[config.mk]
export PLATFORM = sky130hd
export DESIGN_NAME = flash_ctl_guard
export DESIGN_NICKNAME = d
export VERILOG_FILES = /design/src/rtl/flash_ctl_pkg.sv /design/src/rtl/flash_ctl_control.sv /design/src/rtl/flash_ctl_datapath.sv /design/src/rtl/flash_ctl_blocks.sv /design/src/rtl/flash_ctl_guard.sv
export SDC_FILE = /design/constraint.sdc
export NUM_CORES = 1
export LEC_CHECK = 0
export BUFFER_PORTS_ARGS = -buffer_cell sky130_fd_sc_hd__buf_2
export CAP_MARGIN = 30
export CORE_ASPECT_RATIO = 1.2
export CORE_UTILIZATION = 45
export CTS_BUF_LIST = sky130_fd_sc_hd__clkbuf_8
export CTS_CLUSTER_SIZE = 25
export DETAILED_ROUTE_END_ITERATION = 7
export GPL_TIMING_DRIVEN = 1
export PLACE_DENSITY_LB_ADDON = 0.05
export REMOVE_ABC_BUFFERS = 1
export SLEW_MARGIN = 20
export SYNTH_ARGS = -nofsm -noshare
export SYNTH_HDL_FRONTEND = slang
export SYNTH_SLANG_ARGS = --single-unit
[constraint.sdc]
create_clock -name clk -period 2.1 [get_ports clk]
set_clock_uncertainty 0.2 [all_clocks]
set_input_delay 0.42 -clock clk [delete_from_list [all_inputs] [get_ports clk]]
set_output_delay 0.42 -clock clk [all_outputs]
set_load 0.01 [all_outputs]
[src/rtl/flash_ctl_pkg.sv]
package flash_ctl_pkg;

  localparam int REG_W    = 8;
  localparam int BIT_RDY  = 0;
  localparam int BIT_MODE = 1;
  localparam int BIT_LOCK = 2;
  localparam int BIT_FRST = 3;
  localparam int BIT_ROM  = 5;

  typedef struct packed {
    logic clrAll;
    logic modeSet;
    logic modeClr;
    logic lockSet;
    logic lockClr;
    logic frstSet;
    logic frstClr;
    logic romWr;
    logic romVal;
  } ctlStrobe_t;

endpackage

[src/rtl/flash_ctl_control.sv]
module flash_ctl_control
  import flash_ctl_pkg::*;
(
  input  logic             clk,
  input  logic             porN,
  input  logic             extRstN,
  input  logic             nmiReq,
  input  logic             wdtReq,
  input  logic             swRstReq,
  input  logic             bootMode,
  input  logic             regWrEn,
  input  logic [REG_W-1:0] regWrData,
  input  logic             modeNow,
  output logic             abortReq,
  output ctlStrobe_t       strobe
);

  logic armMode;
  logic armLock;

  assign abortReq = nmiReq | wdtReq | swRstReq | ~extRstN;

  always_comb begin
    strobe        = '0;
    strobe.clrAll = abortReq;
    if (regWrEn && !abortReq) begin
      strobe.modeClr = ~regWrData[BIT_MODE];
      strobe.modeSet = regWrData[BIT_MODE] & armMode;
      if (modeNow) begin
        strobe.lockClr = ~regWrData[BIT_LOCK];
        strobe.lockSet = regWrData[BIT_LOCK] & armLock;
      end
      if (!regWrData[BIT_MODE]) begin
        strobe.lockClr = 1'b1;
      end
      strobe.frstClr = ~regWrData[BIT_FRST];
      strobe.frstSet = regWrData[BIT_FRST] & modeNow;
      strobe.romWr   = bootMode;
      strobe.romVal  = regWrData[BIT_ROM];
    end
  end

  always_ff @(posedge clk or negedge porN) begin
    if (!porN) begin
      armMode <= 1'b0;
      armLock <= 1'b0;
    end else if (abortReq) begin
      armMode <= 1'b0;
      armLock <= 1'b0;
    end else if (regWrEn) begin
      armMode <= ~regWrData[BIT_MODE];
      armLock <= modeNow & ~regWrData[BIT_LOCK];
    end
  end

endmodule

[src/rtl/flash_ctl_datapath.sv]
module flash_ctl_datapath
  import flash_ctl_pkg::*;
#(
  parameter int ADDR_W = 8,
  parameter int CMD_W  = 16
) (
  input  logic              clk,
  input  logic              porN,
  input  ctlStrobe_t        strobe,
  input  logic              bootMode,
  input  logic              wsmBusy,
  input  logic              cmdWrEn,
  input  logic [ADDR_W-1:0] cmdAddr,
  input  logic              cmdWide,
  input  logic [CMD_W-1:0]  cmdData,
  output logic [REG_W-1:0]  regRdData,
  output logic              modeQ,
  output logic              lockQ,
  output logic              flashCtlRst,
  output logic              userRomSel,
  output logic              cmdStrobe,
  output logic [ADDR_W-1:0] cmdOutAddr,
  output logic [CMD_W-1:0]  cmdOutData
);

  logic frstQ;
  logic romQ;
  logic abortQ;
  logic cmdTake;

  always_ff @(posedge clk or negedge porN) begin
    if (!porN) begin
      modeQ  <= 1'b0;
      lockQ  <= 1'b0;
      frstQ  <= 1'b0;
      romQ   <= 1'b0;
      abortQ <= 1'b0;
    end else begin
      abortQ <= strobe.clrAll;
      if (strobe.clrAll) begin
        modeQ <= 1'b0;
        lockQ <= 1'b0;
        frstQ <= 1'b0;
        romQ  <= 1'b0;
      end else begin
        if (strobe.modeClr)      modeQ <= 1'b0;
        else if (strobe.modeSet) modeQ <= 1'b1;
        if (strobe.lockClr)      lockQ <= 1'b0;
        else if (strobe.lockSet) lockQ <= 1'b1;
        if (strobe.frstClr)      frstQ <= 1'b0;
        else if (strobe.frstSet) frstQ <= 1'b1;
        if (strobe.romWr)        romQ  <= strobe.romVal;
      end
    end
  end

  assign cmdTake = cmdWrEn & cmdWide & ~cmdAddr[0] & modeQ & ~strobe.clrAll;

  always_ff @(posedge clk or negedge porN) begin
    if (!porN) begin
      cmdStrobe  <= 1'b0;
      cmdOutAddr <= '0;
      cmdOutData <= '0;
    end else begin
      cmdStrobe <= cmdTake;
      if (cmdTake) begin
        cmdOutAddr <= cmdAddr;
        cmdOutData <= cmdData;
      end
    end
  end

  always_comb begin
    regRdData           = '0;
    regRdData[BIT_RDY]  = ~wsmBusy;
    regRdData[BIT_MODE] = modeQ;
    regRdData[BIT_LOCK] = lockQ;
    regRdData[BIT_FRST] = frstQ;
    regRdData[BIT_ROM]  = romQ;
  end

  assign flashCtlRst = frstQ | abortQ;
  assign userRomSel  = romQ & bootMode;

endmodule

[src/rtl/flash_ctl_blocks.sv]
module flash_ctl_blocks #(
  parameter int NUM_BLK = 4,
  parameter int BLK_W   = 2
) (
  input  logic               clk,
  input  logic               porN,
  input  logic               abortReq,
  input  logic               regRdEn,
  input  logic               lockOn,
  input  logic               wsmBusy,
  input  logic               wsmDone,
  input  logic               wsmIsErase,
  input  logic [BLK_W-1:0]   wsmBlock,
  output logic               unlockPulse,
  output logic [BLK_W-1:0]   unlockBlock,
  output logic [NUM_BLK-1:0] blockInvalid
);

  logic eraseDone;
  assign eraseDone = wsmDone & wsmIsErase;

  for (genvar k = 0; k < NUM_BLK; k++) begin : gBlk
    logic hitK;
    assign hitK = (wsmBlock == BLK_W'(k));
    always_ff @(posedge clk or negedge porN) begin
      if (!porN) begin
        blockInvalid[k] <= 1'b0;
      end else if (abortReq && wsmBusy && hitK) begin
        blockInvalid[k] <= 1'b1;
      end else if (regRdEn || (eraseDone && hitK)) begin
        blockInvalid[k] <= 1'b0;
      end
    end
  end

  always_ff @(posedge clk or negedge porN) begin
    if (!porN) begin
      unlockPulse <= 1'b0;
      unlockBlock <= '0;
    end else begin
      unlockPulse <= eraseDone & lockOn & ~abortReq;
      if (eraseDone) begin
        unlockBlock <= wsmBlock;
      end
    end
  end

endmodule

[src/rtl/flash_ctl_guard.sv]
module flash_ctl_guard
  import flash_ctl_pkg::*;
#(
  parameter int ADDR_W  = 8,
  parameter int CMD_W   = 16,
  parameter int NUM_BLK = 4,
  parameter int BLK_W   = (NUM_BLK > 1) ? $clog2(NUM_BLK) : 1
) (
  input  logic               clk,
  input  logic               porN,
  input  logic               extRstN,
  input  logic               nmiReq,
  input  logic               wdtReq,
  input  logic               swRstReq,
  input  logic               bootMode,
  input  logic               regWrEn,
  input  logic               regRdEn,
  input  logic [7:0]         regWrData,
  output logic [7:0]         regRdData,
  input  logic               cmdWrEn,
  input  logic [ADDR_W-1:0]  cmdAddr,
  input  logic               cmdWide,
  input  logic [CMD_W-1:0]   cmdData,
  output logic               cmdStrobe,
  output logic [ADDR_W-1:0]  cmdOutAddr,
  output logic [CMD_W-1:0]   cmdOutData,
  input  logic               wsmBusy,
  input  logic               wsmDone,
  input  logic               wsmIsErase,
  input  logic [BLK_W-1:0]   wsmBlock,
  output logic               progModeEn,
  output logic               lockOverrideEn,
  output logic               flashCtlRst,
  output logic               userRomSel,
  output logic               unlockPulse,
  output logic [BLK_W-1:0]   unlockBlock,
  output logic [NUM_BLK-1:0] blockInvalid
);

  ctlStrobe_t strobe;
  logic       abortReq;

  flash_ctl_control uCtl (
    .clk       (clk),
    .porN      (porN),
    .extRstN   (extRstN),
    .nmiReq    (nmiReq),
    .wdtReq    (wdtReq),
    .swRstReq  (swRstReq),
    .bootMode  (bootMode),
    .regWrEn   (regWrEn),
    .regWrData (regWrData),
    .modeNow   (progModeEn),
    .abortReq  (abortReq),
    .strobe    (strobe)
  );

  flash_ctl_datapath #(.ADDR_W(ADDR_W), .CMD_W(CMD_W)) uDp (
    .clk         (clk),
    .porN        (porN),
    .strobe      (strobe),
    .bootMode    (bootMode),
    .wsmBusy     (wsmBusy),
    .cmdWrEn     (cmdWrEn),
    .cmdAddr     (cmdAddr),
    .cmdWide     (cmdWide),
    .cmdData     (cmdData),
    .regRdData   (regRdData),
    .modeQ       (progModeEn),
    .lockQ       (lockOverrideEn),
    .flashCtlRst (flashCtlRst),
    .userRomSel  (userRomSel),
    .cmdStrobe   (cmdStrobe),
    .cmdOutAddr  (cmdOutAddr),
    .cmdOutData  (cmdOutData)
  );

  flash_ctl_blocks #(.NUM_BLK(NUM_BLK), .BLK_W(BLK_W)) uBlk (
    .clk          (clk),
    .porN         (porN),
    .abortReq     (abortReq),
    .regRdEn      (regRdEn),
    .lockOn       (lockOverrideEn),
    .wsmBusy      (wsmBusy),
    .wsmDone      (wsmDone),
    .wsmIsErase   (wsmIsErase),
    .wsmBlock     (wsmBlock),
    .unlockPulse  (unlockPulse),
    .unlockBlock  (unlockBlock),
    .blockInvalid (blockInvalid)
  );

endmodule

=== After elaboration in Yosys (flattened, before gate mapping) ===
Cells that the tools add are included.
Widths: inputs -> output; s select.

* Shift operators: 0
* Multipliers: 0
* Order comparisons: 0
* Reduce and logical (&&, ||, !) cells: 25
* Divide/modulo/power cells: 0
* Bitwise logic cells: 23
* Add/subtract/negate cells: 0
* Equal/unequal tests: 3
* Muxes and demuxes: 26

{| class="wikitable"
|+ Operator list
! operator !! number
|-
| $mux 1 || 24
|-
| $and 1x1->1 || 12
|-
| $reduce_bool 2->1 || 6
|-
| $logic_and 1x1->1 || 10
|-
| $reduce_bool 3->1 || 3
|-
| $mux 8 || 1
|-
| $not 1->1 || 7
|-
| $eq 2x2->1 const B || 2
|-
| $logic_or 1x1->1 || 4
|-
| $or 1x1->1 || 4
|-
| $eq 2x1->1 const B || 1
|-
| $logic_not 2->1 || 1
|-
| $mux 2 || 1
|-
| $logic_not 1->1 || 1
|}

* ROM bits: 0
* Memory bits (writable): 0
* Logic and storage cells: 93
* Memories kept: 0
* Register bits: 39
* Output and inout bits: 44
* Bits in latches: 0

=== Logic depth before layout (Yosys ltp) ===
* Depth in word-level cells: 9
* Gate-level depth with buffers: 5
* Gate-level depth less buffers: 3

=== By module ===
From an unflattened synthesis, not the netlist that was laid out.

* Cell total of the unflattened synthesis: 128
* Area, all modules: 1773.0 sq um

{| class="wikitable"
|+ By module, submodules not included
! module !! cells each !! times used !! area an instance (sq um)
|-
| flash_ctl_datapath || 78 || 1 || 1249.9
|-
| flash_ctl_blocks || 26 || 1 || 326.6
|-
| flash_ctl_control || 24 || 1 || 196.4
|}

=== Worst setup path after synthesis ===
OpenSTA, ideal clock, no wires.

* Path kind: in2reg
* Start: in swRstReq
* End: reg uDp.cmdOutAddr[1]
* Arrival time: 2.026 ns
* Stages on the path: 5
* Path buffers: 2
* Path slack: -0.251 ns
* Cells stage by stage: or4b_1 buf_6 nor4_4 buf_6 mux2_2

* Longest elaborated chain between the ends: 4

{| class="wikitable"
|+ Ends and longest elaborated chain
! element !! RTL line !! text
|-
| start: declaration || flash_ctl_guard.sv:14 || <nowiki>input logic swRstReq,</nowiki>
|-
| $or 1x1->1 (2 in series) || flash_ctl_control.sv:21 || <nowiki>assign abortReq = nmiReq | wdtReq | swRstReq | ~extRstN;</nowiki>
|-
| via abortReq || flash_ctl_guard.sv:41 || <nowiki>logic abortReq;</nowiki>
|-
| $not 1->1 || flash_ctl_datapath.sv:57 || <nowiki>assign cmdTake = cmdWrEn & cmdWide & ~cmdAddr[0] & modeQ & ~strobe.clrAll;</nowiki>
|-
| $and 1x1->1 || flash_ctl_datapath.sv:57 ||
|-
| end signal: assignment || flash_ctl_datapath.sv:67 || <nowiki>cmdOutAddr <= cmdAddr;</nowiki>
|-
| end: declaration || flash_ctl_datapath.sv:22 || <nowiki>output logic [ADDR_W-1:0] cmdOutAddr,</nowiki>
|}

The timed path passes the listed nets, and every way through them passes these cells.
A chain may end at the register's enable or synchronous reset.

=== Worst setup path in the final report ===
* Start: in swRstReq
* End: reg uDp.cmdOutAddr[5]

* Longest elaborated chain between the ends: 4

{| class="wikitable"
|+ Ends and longest elaborated chain
! element !! RTL line
|-
| $or 1x1->1 (2 in series) || flash_ctl_control.sv:21
|-
| $not 1->1 || flash_ctl_datapath.sv:57
|-
| $and 1x1->1 || flash_ctl_datapath.sv:57
|}

No other way between the ends.

==> metrics.cfg <==
[placement]
placed_area_um2=2031
dp_slack_ps=-216.5
placed_cells=234
place.gp.congestion=0.7153
portBuffers=84
dp_hpwl_um=2376

[global_route]
antenna_found_initial=0
grt_pass1_wl_um=4912
grt_pass1_vias=1149
overflow=0
grt_max_degree=28
track_usage_pct=17.47

[final_layout]
final_util_pct=63.95
fin_area_um2=2153
final_common_cell=buf_2
stdcell_count=243
syn2layout_area_growth_pct=34.24
drive_above_1_share_pct=59.22
most-common-layout-cells=84 x buf_2, 39 x dfrtp_1, 24 x mux2_2, 6 x nand2_1
fin_nets=253
diodes=0

[critical_path]
cp.required_ps=2070
path_cells=buf_2 -> or4b_1 -> nor4_4 -> buf_12 -> mux2_2
r2r-end=uDp.cmdOutAddr[5]
worstPathMaxFanout=25
reg2reg_depth=4
cp_top_family=simple AND/OR/NAND/NOR gates
cp_slowest_cell=or4b_1
cp.buffers_inverters=2
critPathKind=input pin to register
r2r_slack_ps=310
endpoint_kind=register
slowest_delay_ps=590
worstSetupStartpointType=input pin
arrival_ps=1970
crit-reg2reg-launch=uDp.modeQ

[floorplan]
die_x_um=56.50
initial_core_util_pct=47.64
io-pin-count=92
coreArea_um2=3367
die_y_um=67.40
dieArea_um2=3808
fp-row-count=23

[pwr]
combinationalPowerShare_pct=7.6
p_per_area_nw_per_um2=697.5
finalPower_mw=1.502
peakVddDrop_mv=0.5989
clock_power_share_pct=41.0
power_frac_seq_pct=51.3
cellLeakagePower_nw=1.215
sw_frac_of_total_pct=21.83
p_int_mw=1.174
p_sw_mw=0.3278

[sta]
worstMarginPinSlew_ps=571.2
setup_viol=0
setup-tns-final_ps=0
max_freq_mhz=499.7
worst_slack_ps=98.82
holdWs_ps=150.2
finalCritPeriodShare_pct=95.29
slew_headroom_pct=61.92
rsz0062_at_grt=no
period_needed_ps=2001
finalHoldViolCount=0
slew_viol_final=0

[status]
outcome=complete, no violations

[cts]
cts.root.buffer_cell=clkbuf_8
clk_pin_slew_ps=80
clock_latency_ps=290
cts_buffer_depth=2
numCtsBuffers=5
postCtsSetupRepairBufs=0
cts_tree=yes
cts_max_level=2
clock_sinks=39

[yosys]
synth_cells=118
synth_area_um2=1604
ys_seq_area_share_pct=60.84
yosys_warnings=0
ys_ff_latch=39
synth.avg_cell_area_um2=13.59
ys_types=27

[route]
firstDrtPassIters=4
vias=1203
ant_nets=0
wl_um=3092
wl_per_cell_um=12.72
drtIter0Drc=30
vias_per_cell=4.951
drc_errors=0

[hold_path]
worstHoldPathCells=2
holdCritPathClass=input pin to register
hp-start=cmdData[6]
hold_end=uDp.cmdOutData[6]

[job]
cap_violations=0

layout make-up:
| cell class | count | area, µm² |
|---|---|---|
| Fill cell | 281 | 1214 |
| Sequential cell | 39 | 975.9 |
| Multi-Input combinational cell | 67 | 534.3 |
| Timing Repair Buffer | 89 | 473.0 |
| Clock buffer | 5 | 68.82 |
| Tap cell | 37 | 46.29 |
| Clock inverter | 3 | 43.79 |
| Inverter | 3 | 11.26 |
worst max-delay path by stage:
| stage | from | endpoint | slack [ps] | cells after the start |
|---|---|---|---|---|
| 2_1_floorplan | swRstReq | uDp.cmdOutAddr[1] | -680 | 3 |
| 3_3_place_gp | swRstReq | uDp.cmdOutData[8] | -180 | 5 |
| 5_1_grt | swRstReq | uDp.cmdOutAddr[5] | 70 | 5 |
| 3_5_place_dp | swRstReq | uDp.cmdOutAddr[5] | -220 | 5 |
| 4_1_cts | swRstReq | uDp.cmdOutAddr[5] | 90 | 5 |
| 6_report | swRstReq | uDp.cmdOutAddr[5] | 100 | 5 |
metal layers:
metal  track usage [%]  share of wire [%]  up-vias
li1                  -                  -      569
met1             18.80                 36      571
met2             30.74                 54       58
met3             6.322                8.1        5
met4             8.232                1.7        0
met5                 0                  0        -
synthesized netlist by cell type (all sizes together):
library cell   n  area share (%)
a21oi          5             1.6
inv            3            0.70
buf           10             5.4
mux2          25              18
nor3           1            0.31
nor2           1            0.23
a31oi          1            0.39
conb           1            0.23
a211oi         1            0.47
or4b           1            0.62
nand3b         1            0.47
o21ai          4             1.2
nor2b          2            0.78
nor3b          1            0.47
or2            1            0.39
nor4           1             1.3
and2           1            0.39
clkbuf         1            0.23
dfrtp         39              61
o211ai         3             1.4
nand2b         5             2.0
o311ai         1            0.55
nand3          2            0.62
o31ai          1            0.47
nand2          6             1.4
state kept, by name (all words and copies together), names as in the netlist:
register / count
uBlk.blockInvalid: 4
uBlk.unlockBlock: 2
uBlk.unlockPulse: 1
uCtl.armLock: 1
uCtl.armMode: 1
uDp.abortQ: 1
uDp.cmdOutAddr: 8
uDp.cmdOutData: 16
uDp.cmdStrobe: 1
uDp.frstQ: 1
uDp.lockQ: 1
uDp.modeQ: 1
uDp.romQ: 1
logic make-up after synthesis:
logic type | Yosys count | synth area share [%]
AO/OA/AOI/OAI | 16 | 6.085
other | 1 | 0.2338
multiplexers | 25 | 17.55
AND/OR/NAND/NOR | 23 | 8.970
flip-flops | 39 | 60.84
buffers and inverters | 14 | 6.318
power groups by stage:
stage,registers (mW),clock network (mW),logic (mW)
floorplan,0.792,0,0.0281
global placement,0.785,0,0.112
detailed placement,0.786,0,0.115
CTS,0.771,0.637,0.117
global route,0.772,0.671,0.129
finish,0.771,0.617,0.115
what timing repair did:
item,4_1_cts,5_1_grt
endpoints found under the hold margin,25,0
setup endpoints to repair,0,0
hold buffers,1,0
gates resized for setup,0,0
Note: power is estimated with default switching activity, not from simulation.
